`src/rtl/ipres_pkg.sv`:
```
package ipres_pkg;

  typedef enum logic [2:0] {
    OP_IDLE,
    OP_ACCEPT,
    OP_EOI,
    OP_CPPR,
    OP_MFRR,
    OP_DLV
  } op_e;

  localparam int unsigned IPI_SRC_NUM = 2;

  // Fixed ranking of simultaneous requests
  function automatic op_e pick_op(input logic acc, input logic eoi,
                                  input logic thr, input logic ipi,
                                  input logic dlv);
    if (acc)      return OP_ACCEPT;
    else if (eoi) return OP_EOI;
    else if (thr) return OP_CPPR;
    else if (ipi) return OP_MFRR;
    else if (dlv) return OP_DLV;
    else          return OP_IDLE;
  endfunction

  // a is strictly more urgent than b
  function automatic logic more_urgent(input logic [7:0] a, input logic [7:0] b);
    return a < b;
  endfunction

endpackage

```
`src/rtl/ipres_op_sel.sv`:
```
module ipres_op_sel
  import ipres_pkg::*;
(
  input  logic ack_re,
  input  logic eoi_we,
  input  logic cppr_we,
  input  logic mfrr_we,
  input  logic dlv_valid,
  output op_e  op
);
  always_comb op = pick_op(ack_re, eoi_we, cppr_we, mfrr_we, dlv_valid);
endmodule

```
`src/rtl/ipres_ipi_chk.sv`:
```
module ipres_ipi_chk #(
  parameter int unsigned SRC_W  = 24,
  parameter int unsigned PRIO_W = 8
) (
  input  logic              run,
  input  logic [SRC_W-1:0]  cur_src,
  input  logic [PRIO_W-1:0] cur_prio,
  input  logic [PRIO_W-1:0] ipi_prio,
  output logic              fire,
  output logic              rej_v,
  output logic [SRC_W-1:0]  rej_src
);
  logic busy, holds;
  always_comb begin
    busy    = (cur_src != '0);
    holds   = busy && (cur_prio <= ipi_prio);
    fire    = run && !holds;
    rej_v   = fire && busy;
    rej_src = cur_src;
  end
endmodule

```
`src/rtl/ipres_dlv_chk.sv`:
```
module ipres_dlv_chk #(
  parameter int unsigned SRC_W  = 24,
  parameter int unsigned PRIO_W = 8
) (
  input  logic [SRC_W-1:0]  cur_src,
  input  logic [PRIO_W-1:0] cur_prio,
  input  logic [PRIO_W-1:0] thr,
  input  logic [SRC_W-1:0]  new_src,
  input  logic [PRIO_W-1:0] new_prio,
  output logic              take,
  output logic              rej_v,
  output logic [SRC_W-1:0]  rej_src
);
  logic busy, beats_thr, loses;
  always_comb begin
    busy      = (cur_src != '0);
    beats_thr = new_prio < thr;
    loses     = busy && (cur_prio <= new_prio);
    take      = beats_thr && !loses;
    rej_v     = !take || busy;
    rej_src   = take ? cur_src : new_src;
  end
endmodule

```
`src/rtl/ipres_core.sv`:
```
module ipres_core
  import ipres_pkg::*;
#(
  parameter int unsigned SRC_W  = 24,
  parameter int unsigned PRIO_W = 8
) (
  input  logic                    clk,
  input  logic                    rst_n,
  input  logic                    cppr_we,
  input  logic [PRIO_W-1:0]       cppr_wdata,
  input  logic                    mfrr_we,
  input  logic [PRIO_W-1:0]       mfrr_wdata,
  input  logic                    ack_re,
  input  logic                    eoi_we,
  input  logic [PRIO_W+SRC_W-1:0] eoi_wdata,
  input  logic                    dlv_valid,
  input  logic [SRC_W-1:0]        dlv_src,
  input  logic [PRIO_W-1:0]       dlv_prio,
  output logic [PRIO_W+SRC_W-1:0] pend_word,
  output logic                    irq_o,
  output logic                    rej_valid,
  output logic [SRC_W-1:0]        rej_src,
  output logic                    eoi_fwd_valid,
  output logic [SRC_W-1:0]        eoi_fwd_src,
  output logic                    resend_req
);
  localparam int unsigned WORD_W = PRIO_W + SRC_W;
  localparam logic [PRIO_W-1:0] PRIO_LEAST = '1;
  localparam logic [SRC_W-1:0]  IPI_SRC    = SRC_W'(IPI_SRC_NUM);

  logic [PRIO_W-1:0] thr_q, pprio_q, ipi_q;
  logic [SRC_W-1:0]  src_q;
  logic              irq_q;
  logic              rej_q, eoi_q, rs_q;
  logic [SRC_W-1:0]  rejsrc_q, eoisrc_q;

  logic [PRIO_W-1:0] thr_n, pprio_n, ipi_n;
  logic [SRC_W-1:0]  src_n, rejsrc_n, eoisrc_n;
  logic              irq_n, rej_n, eoi_n, rs_n;

  // named internal events
  op_e               op;
  logic              resend_go;
  logic              thr_tighten;
  logic              ipi_run, ipi_fire, ipi_rej;
  logic [SRC_W-1:0]  ipi_rej_src;
  logic [PRIO_W-1:0] ipi_prio_eff, thr_eff;
  logic              dlv_take, dlv_rej;
  logic [SRC_W-1:0]  dlv_rej_src;
  logic [PRIO_W-1:0] eoi_thr;
  logic [SRC_W-1:0]  eoi_src;

  assign eoi_thr = eoi_wdata[WORD_W-1:SRC_W];
  assign eoi_src = eoi_wdata[SRC_W-1:0];

  ipres_op_sel u_sel (
    .ack_re   (ack_re),
    .eoi_we   (eoi_we),
    .cppr_we  (cppr_we),
    .mfrr_we  (mfrr_we),
    .dlv_valid(dlv_valid),
    .op       (op)
  );

  always_comb begin
    thr_tighten  = (cppr_wdata < thr_q);
    resend_go    = (src_q == '0) &&
                   ((op == OP_EOI) || ((op == OP_CPPR) && !thr_tighten));
    ipi_prio_eff = (op == OP_MFRR) ? mfrr_wdata : ipi_q;
    case (op)
      OP_CPPR: thr_eff = cppr_wdata;
      OP_EOI:  thr_eff = eoi_thr;
      default: thr_eff = thr_q;
    endcase
    ipi_run = ((op == OP_MFRR) || resend_go) && (ipi_prio_eff < thr_eff);
  end

  ipres_ipi_chk #(.SRC_W(SRC_W), .PRIO_W(PRIO_W)) u_ipi (
    .run     (ipi_run),
    .cur_src (src_q),
    .cur_prio(pprio_q),
    .ipi_prio(ipi_prio_eff),
    .fire    (ipi_fire),
    .rej_v   (ipi_rej),
    .rej_src (ipi_rej_src)
  );

  ipres_dlv_chk #(.SRC_W(SRC_W), .PRIO_W(PRIO_W)) u_dlv (
    .cur_src (src_q),
    .cur_prio(pprio_q),
    .thr     (thr_q),
    .new_src (dlv_src),
    .new_prio(dlv_prio),
    .take    (dlv_take),
    .rej_v   (dlv_rej),
    .rej_src (dlv_rej_src)
  );

  always_comb begin
    thr_n    = thr_q;
    src_n    = src_q;
    pprio_n  = pprio_q;
    ipi_n    = ipi_q;
    irq_n    = irq_q;
    rej_n    = 1'b0;
    rejsrc_n = '0;
    eoi_n    = 1'b0;
    eoisrc_n = '0;
    rs_n     = 1'b0;
    case (op)
      OP_ACCEPT: begin
        src_n   = '0;
        thr_n   = pprio_q;
        pprio_n = PRIO_LEAST;
        irq_n   = 1'b0;
      end
      OP_EOI: begin
        thr_n    = eoi_thr;
        eoi_n    = 1'b1;
        eoisrc_n = eoi_src;
        rs_n     = resend_go;
      end
      OP_CPPR: begin
        thr_n = cppr_wdata;
        rs_n  = resend_go;
        if (thr_tighten && (src_q != '0) && (cppr_wdata <= pprio_q)) begin
          rej_n    = 1'b1;
          rejsrc_n = src_q;
          src_n    = '0;
          pprio_n  = PRIO_LEAST;
          irq_n    = 1'b0;
        end
      end
      OP_MFRR: ipi_n = mfrr_wdata;
      OP_DLV: begin
        rej_n    = dlv_rej;
        rejsrc_n = dlv_rej_src;
        if (dlv_take) begin
          src_n   = dlv_src;
          pprio_n = dlv_prio;
          irq_n   = 1'b1;
        end
      end
      default: ;
    endcase
    if (ipi_fire) begin
      src_n   = IPI_SRC;
      pprio_n = ipi_prio_eff;
      irq_n   = 1'b1;
      if (ipi_rej) begin
        rej_n    = 1'b1;
        rejsrc_n = ipi_rej_src;
      end
    end
  end

  always_ff @(posedge clk) begin
    if (!rst_n) begin
      thr_q    <= '0;
      src_q    <= '0;
      pprio_q  <= PRIO_LEAST;
      ipi_q    <= PRIO_LEAST;
      irq_q    <= 1'b0;
      rej_q    <= 1'b0;
      rejsrc_q <= '0;
      eoi_q    <= 1'b0;
      eoisrc_q <= '0;
      rs_q     <= 1'b0;
    end else begin
      thr_q    <= thr_n;
      src_q    <= src_n;
      pprio_q  <= pprio_n;
      ipi_q    <= ipi_n;
      irq_q    <= irq_n;
      rej_q    <= rej_n;
      rejsrc_q <= rejsrc_n;
      eoi_q    <= eoi_n;
      eoisrc_q <= eoisrc_n;
      rs_q     <= rs_n;
    end
  end

  assign pend_word     = {thr_q, src_q};
  assign irq_o         = irq_q;
  assign rej_valid     = rej_q;
  assign rej_src       = rejsrc_q;
  assign eoi_fwd_valid = eoi_q;
  assign eoi_fwd_src   = eoisrc_q;
  assign resend_req    = rs_q;

endmodule

```
`config.mk`:
```
export PLATFORM = sky130hd
export DESIGN_NAME = ipres_core
export DESIGN_NICKNAME = d
export VERILOG_FILES = /design/src/rtl/ipres_pkg.sv /design/src/rtl/ipres_op_sel.sv /design/src/rtl/ipres_ipi_chk.sv /design/src/rtl/ipres_dlv_chk.sv /design/src/rtl/ipres_core.sv
export SDC_FILE = /design/constraint.sdc
export NUM_CORES = 1
export LEC_CHECK = 0
export BUFFER_PORTS_ARGS = -buffer_cell sky130_fd_sc_hd__buf_2
export CORE_MARGIN = 1.5
export CORE_UTILIZATION = 50
export CTS_CLUSTER_DIAMETER = 100
export DETAILED_ROUTE_END_ITERATION = 6
export GPL_TIMING_DRIVEN = 1
export PLACE_DENSITY = 0.74
export REMOVE_ABC_BUFFERS = 1
export SETUP_SLACK_MARGIN = 0.1
export SLEW_MARGIN = 20
export SYNTH_ARGS = -nofsm -noshare
export SYNTH_HDL_FRONTEND = slang
export SYNTH_HIERARCHICAL = 1
export SYNTH_SLANG_ARGS = --single-unit
```
`constraint.sdc`:
```
create_clock -name clk -period 12.45 [get_ports clk]
set_input_delay 1.8675 -clock clk [delete_from_list [all_inputs] [get_ports clk]]
set_output_delay 1.8675 -clock clk [all_outputs]
set_load 0.02 [all_outputs]
```
==> out/metrics.cfg, run 1 <==
[grt]
grt_pass1_vias = 5468
gr-total-overflow = 0
grt_max_degree = 42
grt_first_pass_wirelength_um = 27200
track_usage_pct = 26.7
antenna_found_initial = 0

[sta]
worst_slew_pin_slew_ns = 0.961
setup_violations = 0
min_period_over_period_pct = 50.1
fmaxAchievable_ghz = 0.160
slew_viol_final = 0
rsz0062_at_grt = false
post-route-min-period_ns = 6.24
hold_viol = 0
setup_slack_ns = 6.21
fin_skew_ns = 0.00744
slew_headroom_pct = 35.8
tns_ns = 0

[route]
drt_first_iter_violations = 390
highest_layer = met4
wl_met1_um = 7300
post-route-drc-count = 16
ant_nets = 0
met2_length_um = 8020
post_drt_wl_per_cell_um = 17.6
drtPass1Iterations = 6
wl_um = 16800
viasPerCell = 5.77
vias = 5517
wl_met3_um = 1050

[cts]
cts_tree = built
cts_resized = 0
cts_buffer_depth = 2
clockRootBuffer = clkbuf_16
clk_pin_slew_ns = 0.07
numCtsBuffers = 9
htreeDepth = 3
cts_hold_buf = 0
postCtsSetupBuffers = 0
cts_sinks = 100
clock_latency_ns = 0.34

[die]
num_rows = 39
die_h_um = 112
coreArea_mm2 = 0.0116
initial_core_util_pct = 51.7
die_w_um = 112
dieArea_mm2 = 0.0126
boundaryPins = 171

[logic_synthesis]
yosys.area_share.xor_xnor_pct = 0.146
yosys_warnings = 6
synth_edf_count = 0
synth_top_area_cell = dfxtp_1
synth_top_cell_area_share_pct = 33.5
syn_inst = 677
ys_seq_elements = 100
ys_types = 53
synth_area_mm2 = 0.00598
synth_top_family_by_area = simple AND/OR/NAND/NOR gates
postSynthAreaPerCell_um2 = 8.84
seq_area_frac_synth_pct = 33.5
synth-compound-area-share_pct = 19.5
synth-simple-area-share_pct = 20.1
ys_async_sr_fraction_pct = 0
synthAdderAreaFrac_pct = 9.41
synth_mux_area_share_pct = 8.53
synth_area_leaders = dfxtp_1 (33%), ha_1 (9.4%), a21oi_1 (6.0%)
ys.flop_type = dfxtp_1

[place]
place_congestion = 0.867
port_buffers = 170
placed_cells = 941
placed_area_mm2 = 0.00675
dp_slack_ns = 5.91
post-dp-hpwl_um = 12400

[worst_setup_path]
crit_arrival_ns = 6.53
critPathMaxFanout = 23
end_kind = register
crit_required_ns = 12.74
criticalPathCategory = in2reg
startpoint_type = input pin
worst-r2r-cell-count = 10

[job]
cap_violations = 0

[cells_and_area]
area_growth_pct = 17.8
fin_cells = 956
stdcell_area_mm2 = 0.00705
final_layout_size_suffix_gt1_share_pct = 31.2
nets = 941
antenna_cells = 0

[power]
p_leak_nw = 3.48
p_per_area_mw_per_mm2 = 115
vdd_drop_max_uv = 63.1

[worst_hold_path]
hold-path-cell-count = 2
hold_path_class = reg2reg

[outcome]
failed_checks = design-rule violations
outcome = finished, violations left

-- placed cells by master (no fill, tap or decap), types with 8 or more instances in the layout --
| cell type | count |
|---|---|
| a21oi_1 | 72 |
| a22o_1 | 23 |
| and2_1 | 25 |
| and3_1 | 25 |
| buf_2 | 170 |
| buf_4 | 10 |
| clkbuf_16 | 9 |
| dfxtp_1 | 100 |
| ha_1 | 45 |
| inv_1 | 43 |
| mux2_2 | 12 |
| mux2_4 | 19 |
| mux2i_1 | 9 |
| nand2_1 | 36 |
| nand3_1 | 28 |
| nand4_1 | 8 |
| nor2_1 | 22 |
| nor3b_1 | 10 |
| nor4_1 | 15 |
| o21ai_0 | 48 |
| o31ai_1 | 8 |
-- registers in the layout (all words and copies together) (netlist names) --
name / cells
eoi_fwd_src: 24
rej_src: 24
rej_valid: 1
src_q: 24
pprio_q: 8
resend_req: 1
irq_o: 1
eoi_fwd_valid: 1
ipi_q: 8
thr_q: 8
-- cells in the mapped netlist, types with 3 or more instances --
cell type / number
dfxtp_1: 100
a21oi_1: 72
o21ai_0: 48
ha_1: 45
inv_1: 43
nand2_1: 36
nand3_1: 28
and2_1: 25
and3_1: 25
buf_4: 24
a22o_1: 23
nor2_1: 23
clkbuf_1: 22
mux2_4: 19
nor4_1: 16
mux2_2: 12
nor3b_1: 12
mux2i_1: 9
nand4_1: 8
o31ai_1: 8
or2_2: 7
nor2b_1: 6
a31oi_1: 5
o211ai_1: 5
a21o_1: 4
buf_1: 4
buf_2: 4
nand2b_1: 4
and4_1: 3
buf_6: 3
nor4_2: 3
o21a_1: 3
-- final cells by class --
type                    instances  area (um^2)
fillers                      1011         4520
multi-input cells             474         3490
flip-flops and latches        100         2000
repair buffers                180          926
clock buffers                   9          225
well taps                     143          179
inverters                      44          165
clock inverters                 6         58.8
-- final timing paths --
check | endpoint | start | slack (ns)
max | src_q[7]$_SDFFE_PP0P_ | dlv_valid | 6.21
min | ipi_q[0]$_SDFF_PN1_ | ipi_q[0]$_SDFF_PN1_ | 0.55
max reg2reg | src_q[7]$_SDFFE_PP0P_ | pprio_q[6]$_SDFFE_PN1P_ | 8.59
min reg2reg | ipi_q[0]$_SDFF_PN1_ | ipi_q[0]$_SDFF_PN1_ | 0.55
-- report_power, final --
group	internal, mW	total (mW)	leakage (nW)	switching (mW)
Combinational	0.0872	0.200	2.54	0.113
Sequential	0.329	0.341	0.811	0.0122
Clock	0.138	0.266	0.135	0.128
-- worst max-delay path, stage by stage --
cell	delay (ns)
buf_2	0.10
nor3b_1	0.13
a211o_1	0.56
nor3b_1	0.70
buf_4	0.28
mux2_2	0.36
inv_1	0.06
ha_1	0.22
nor2b_1	0.13
o211a_1	0.20
o211ai_1	0.24
a31oi_2	0.12
nand2b_1	0.38
nor3b_4	0.91
a22o_1	0.27
-- per-stage QoR --
step / hold slack (ns) / utilization, % / power (mW)
CTS: 0.548 / 60.8 / 0.809
floorplan: 0.478 / - / 0.479
global placement: 0.513 / 58.4 / 0.537
detailed placement: 0.529 / 58.4 / 0.545
finish: 0.545 / 60.9 / 0.807
global route: 0.583 / 60.9 / 0.847
-- metal layers --
layer	track usage (%)	up-vias
li1	-	2680
met1	34.1	2552
met2	45.1	238
met3	3.94	47
met4	12.0	0
met5	0	-
-- cell families (layout without fill, tap and decap cells) --
logic type / Yosys count / after routing
buffers and inverters: 103 / 239
AOI/OAI and AO/OA: 183 / 183
xor gates and xnor gates: 1 / 1
and+or+nand+nor: 205 / 205
adders and majority gates: 45 / 45
muxes: 40 / 40
DFF: 100 / 100
Power figures use the tool's default switching activity.
==> run 2, diff against run 1 <==
--- a/config.mk
+++ b/config.mk
@@ -7,11 +7,11 @@
 export LEC_CHECK = 0
 export BUFFER_PORTS_ARGS = -buffer_cell sky130_fd_sc_hd__buf_2
 export CORE_MARGIN = 1.5
-export CORE_UTILIZATION = 50
+export CORE_UTILIZATION = 48
 export CTS_CLUSTER_DIAMETER = 100
 export DETAILED_ROUTE_END_ITERATION = 6
 export GPL_TIMING_DRIVEN = 1
-export PLACE_DENSITY = 0.74
+export PLACE_DENSITY = 0.75
 export REMOVE_ABC_BUFFERS = 1
 export SETUP_SLACK_MARGIN = 0.1
 export SLEW_MARGIN = 20
==> constraint.sdc (replaced) <==
create_clock -name clk -period 5.5 [get_ports clk]
set_input_delay 0.825 -clock clk [delete_from_list [all_inputs] [get_ports clk]]
set_output_delay 0.825 -clock clk [all_outputs]
set_load 0.02 [all_outputs]
==> run 2 against run 1 <==
The run now ends clean; via count is 1.6% higher; clock power rose to 2.7 times the previous value; flip-flop and latch count is the same; register-to-register slack got worse by 7.1 ns; combinational power grew 130%; non-clock buffer count up 3; clock-buffer cell count increased by 2; total power up 140%; largest power group unchanged.
==> out/metrics.cfg, run 2 (synthesis gave the netlist of run 1 again) <==
[grt]
gr-total-overflow = 0
grt_pass1_vias = 5374
grtUsageMet2_pct = 44.2
track_usage_pct = 26.0
use_met3_pct = 3.44
grt_max_degree = 37
busiest_layer = met2
antenna_found_initial = 0
grt_use_met1_pct = 33.2
grt_first_pass_wirelength_um = 26700

[power]
p_per_area_mw_per_mm2 = 272
p_switching_mw = 0.574
power.clock.fraction_pct = 37.2
p_leak_nw = 3.53
vdd_drop_max_uv = 188
p_seq_share_pct = 39.7
intPower_mw = 1.37
power.share.combinational_pct = 23.1
p_sw_share_pct = 29.5

[cts]
cts_sinks = 100
cts_resized = 0
clk_pin_slew_ns = 0.07
postCtsSetupBuffers = 0
cts_hold_buf = 0
cts_buffer_depth = 2
numCtsBuffers = 9
clockRootBuffer = clkbuf_16
clock_latency_ns = 0.35
htreeDepth = 3
cts_tree = built

[place]
post-dp-hpwl_um = 12400
port_buffers = 170
place_congestion = 0.867
dp_slack_ns = 0.773

[worst_hold_path]
hold_path_class = reg2reg
hold-path-cell-count = 2
min_from = ipi_q[0]$_SDFF_PN1_
whs_endpoint = ipi_q[0]$_SDFF_PN1_

[worst_setup_path]
r2r-start = pprio_q[7]$_SDFFE_PN1P_
startpoint_type = input pin
rrSetupSlack_ns = 1.52
critPathMostFrequentCell = buf_4
end_kind = register
path_cells = buf_2, nor4_2, buf_4, nor3b_1, buf_4, mux2_2, inv_1, ha_1, nor2b_1, o211a_1, o211ai_1, a31oi_2, nand2b_1, nor3b_4, a22o_1
r2r-end = src_q[15]$_SDFFE_PP0P_
crit_arrival_ns = 4.70
criticalPathCategory = in2reg
crit_required_ns = 5.79
cpPeakStageDelay_ns = 0.88
worst-r2r-cell-count = 10
crit_slowest_cell = nor3b_4
critPathMaxFanout = 23

[cells_and_area]
multi_input_area_mm2 = 0.00349
final_util_pct = 59.3
regArea_mm2 = 0.00200
layout_commonest_cell = buf_2
final_layout_size_suffix_gt1_share_pct = 31.6
mostFrequentLayoutCells = buf_2 (170), dfxtp_1 (100), a21oi_1 (72)
fill_cells = 1075
area_growth_pct = 19.6
antenna_cells = 0
nets = 944

[sta]
hold_viol = 0
hold_ws_ns = 0.552
setup_slack_ns = 1.09
fmaxAchievable_ghz = 0.227
rsz0062_at_grt = false
min_period_over_period_pct = 80.1
worst_slew_pin_slew_ns = 0.976
fin_skew_ns = 0.00789
slew_headroom_pct = 34.8
setup_violations = 0
slew_viol_final = 0
post-route-min-period_ns = 4.41

[route]
viasPerCell = 5.69
drtPass1Iterations = 5
post-route-drc-count = 0
drt_first_iter_violations = 402
vias = 5608
ant_nets = 0
post_drt_wl_per_cell_um = 17.1
wl_um = 16800

[die]
num_rows = 40
initial_core_util_pct = 49.6
die_h_um = 115
coreArea_mm2 = 0.0121
die_w_um = 115
boundaryPins = 171
dieArea_mm2 = 0.0131

[outcome]
outcome = finished, final reports clean

[job]
cap_violations = 0

==> run 2: metrics by stage <==
stage	total power, mW	cells	area (um^2)	TNS (ns)
floorplan	1.09	618	5620	-28.21
global placement	1.22	969	6810	0
detailed placement	1.23	969	6810	0
CTS	1.96	985	7150	0
global route	2.03	985	7150	0
finish	1.95	985	7150	0
==> run 2: worst max-delay path by stage <==
stage                      start                      to  slack (ns)  cells after the start
after floorplan           ack_re   rej_src[0]$_SDFF_PN0_       -0.65                     13
after global placement    ack_re   src_q[7]$_SDFFE_PP0P_        0.88                     15
after detailed placement  ack_re   src_q[9]$_SDFFE_PP0P_        0.77                     15
after CTS                 ack_re  src_q[23]$_SDFFE_PP0P_        1.12                     15
after global routing      ack_re  src_q[15]$_SDFFE_PP0P_        0.78                     15
final                     ack_re  src_q[15]$_SDFFE_PP0P_        1.09                     15
==> run 2: routing by layer <==
| metal | wire length [um] | vias to the layer above |
|---|---|---|
| li1 | - | 2694 |
| met3 | 1120 | 19 |
| met4 | 294 | 0 |
| met2 | 8170 | 235 |
| met1 | 7230 | 2660 |
| met5 | 0 | - |
==> run 2: power by group through the flow <==
stage          registers, mW  logic, mW  clock network, mW
4_1_cts                0.772      0.447              0.737
6_report               0.772      0.450              0.724
5_1_grt                0.775      0.492              0.762
3_3_place_gp           0.788      0.433                  0
3_5_place_dp           0.789      0.445                  0
2_1_floorplan          0.797      0.288                  0
==> run 2: critical path, delay by kind of cell <==
kind / cells / cell delay, ns
muxes: 1 / 0.38
and+or+nand+nor: 5 / 1.75
adders and majority gates: 1 / 0.23
buffers and inverters: 4 / 0.65
AOI/OAI and AO/OA: 4 / 0.85
==> run 2: layout make-up <==
| class | count | share of cell area (%) |
|---|---|---|
| Clock buffer | 11 | 3.53 |
| Clock inverter | 5 | 1.24 |
| Inverter | 44 | 2.31 |
| Multi-Input combinational cell | 474 | 48.7 |
| Sequential cell | 100 | 28.0 |
| Tap cell | 168 | 2.94 |
| Timing Repair Buffer | 183 | 13.3 |
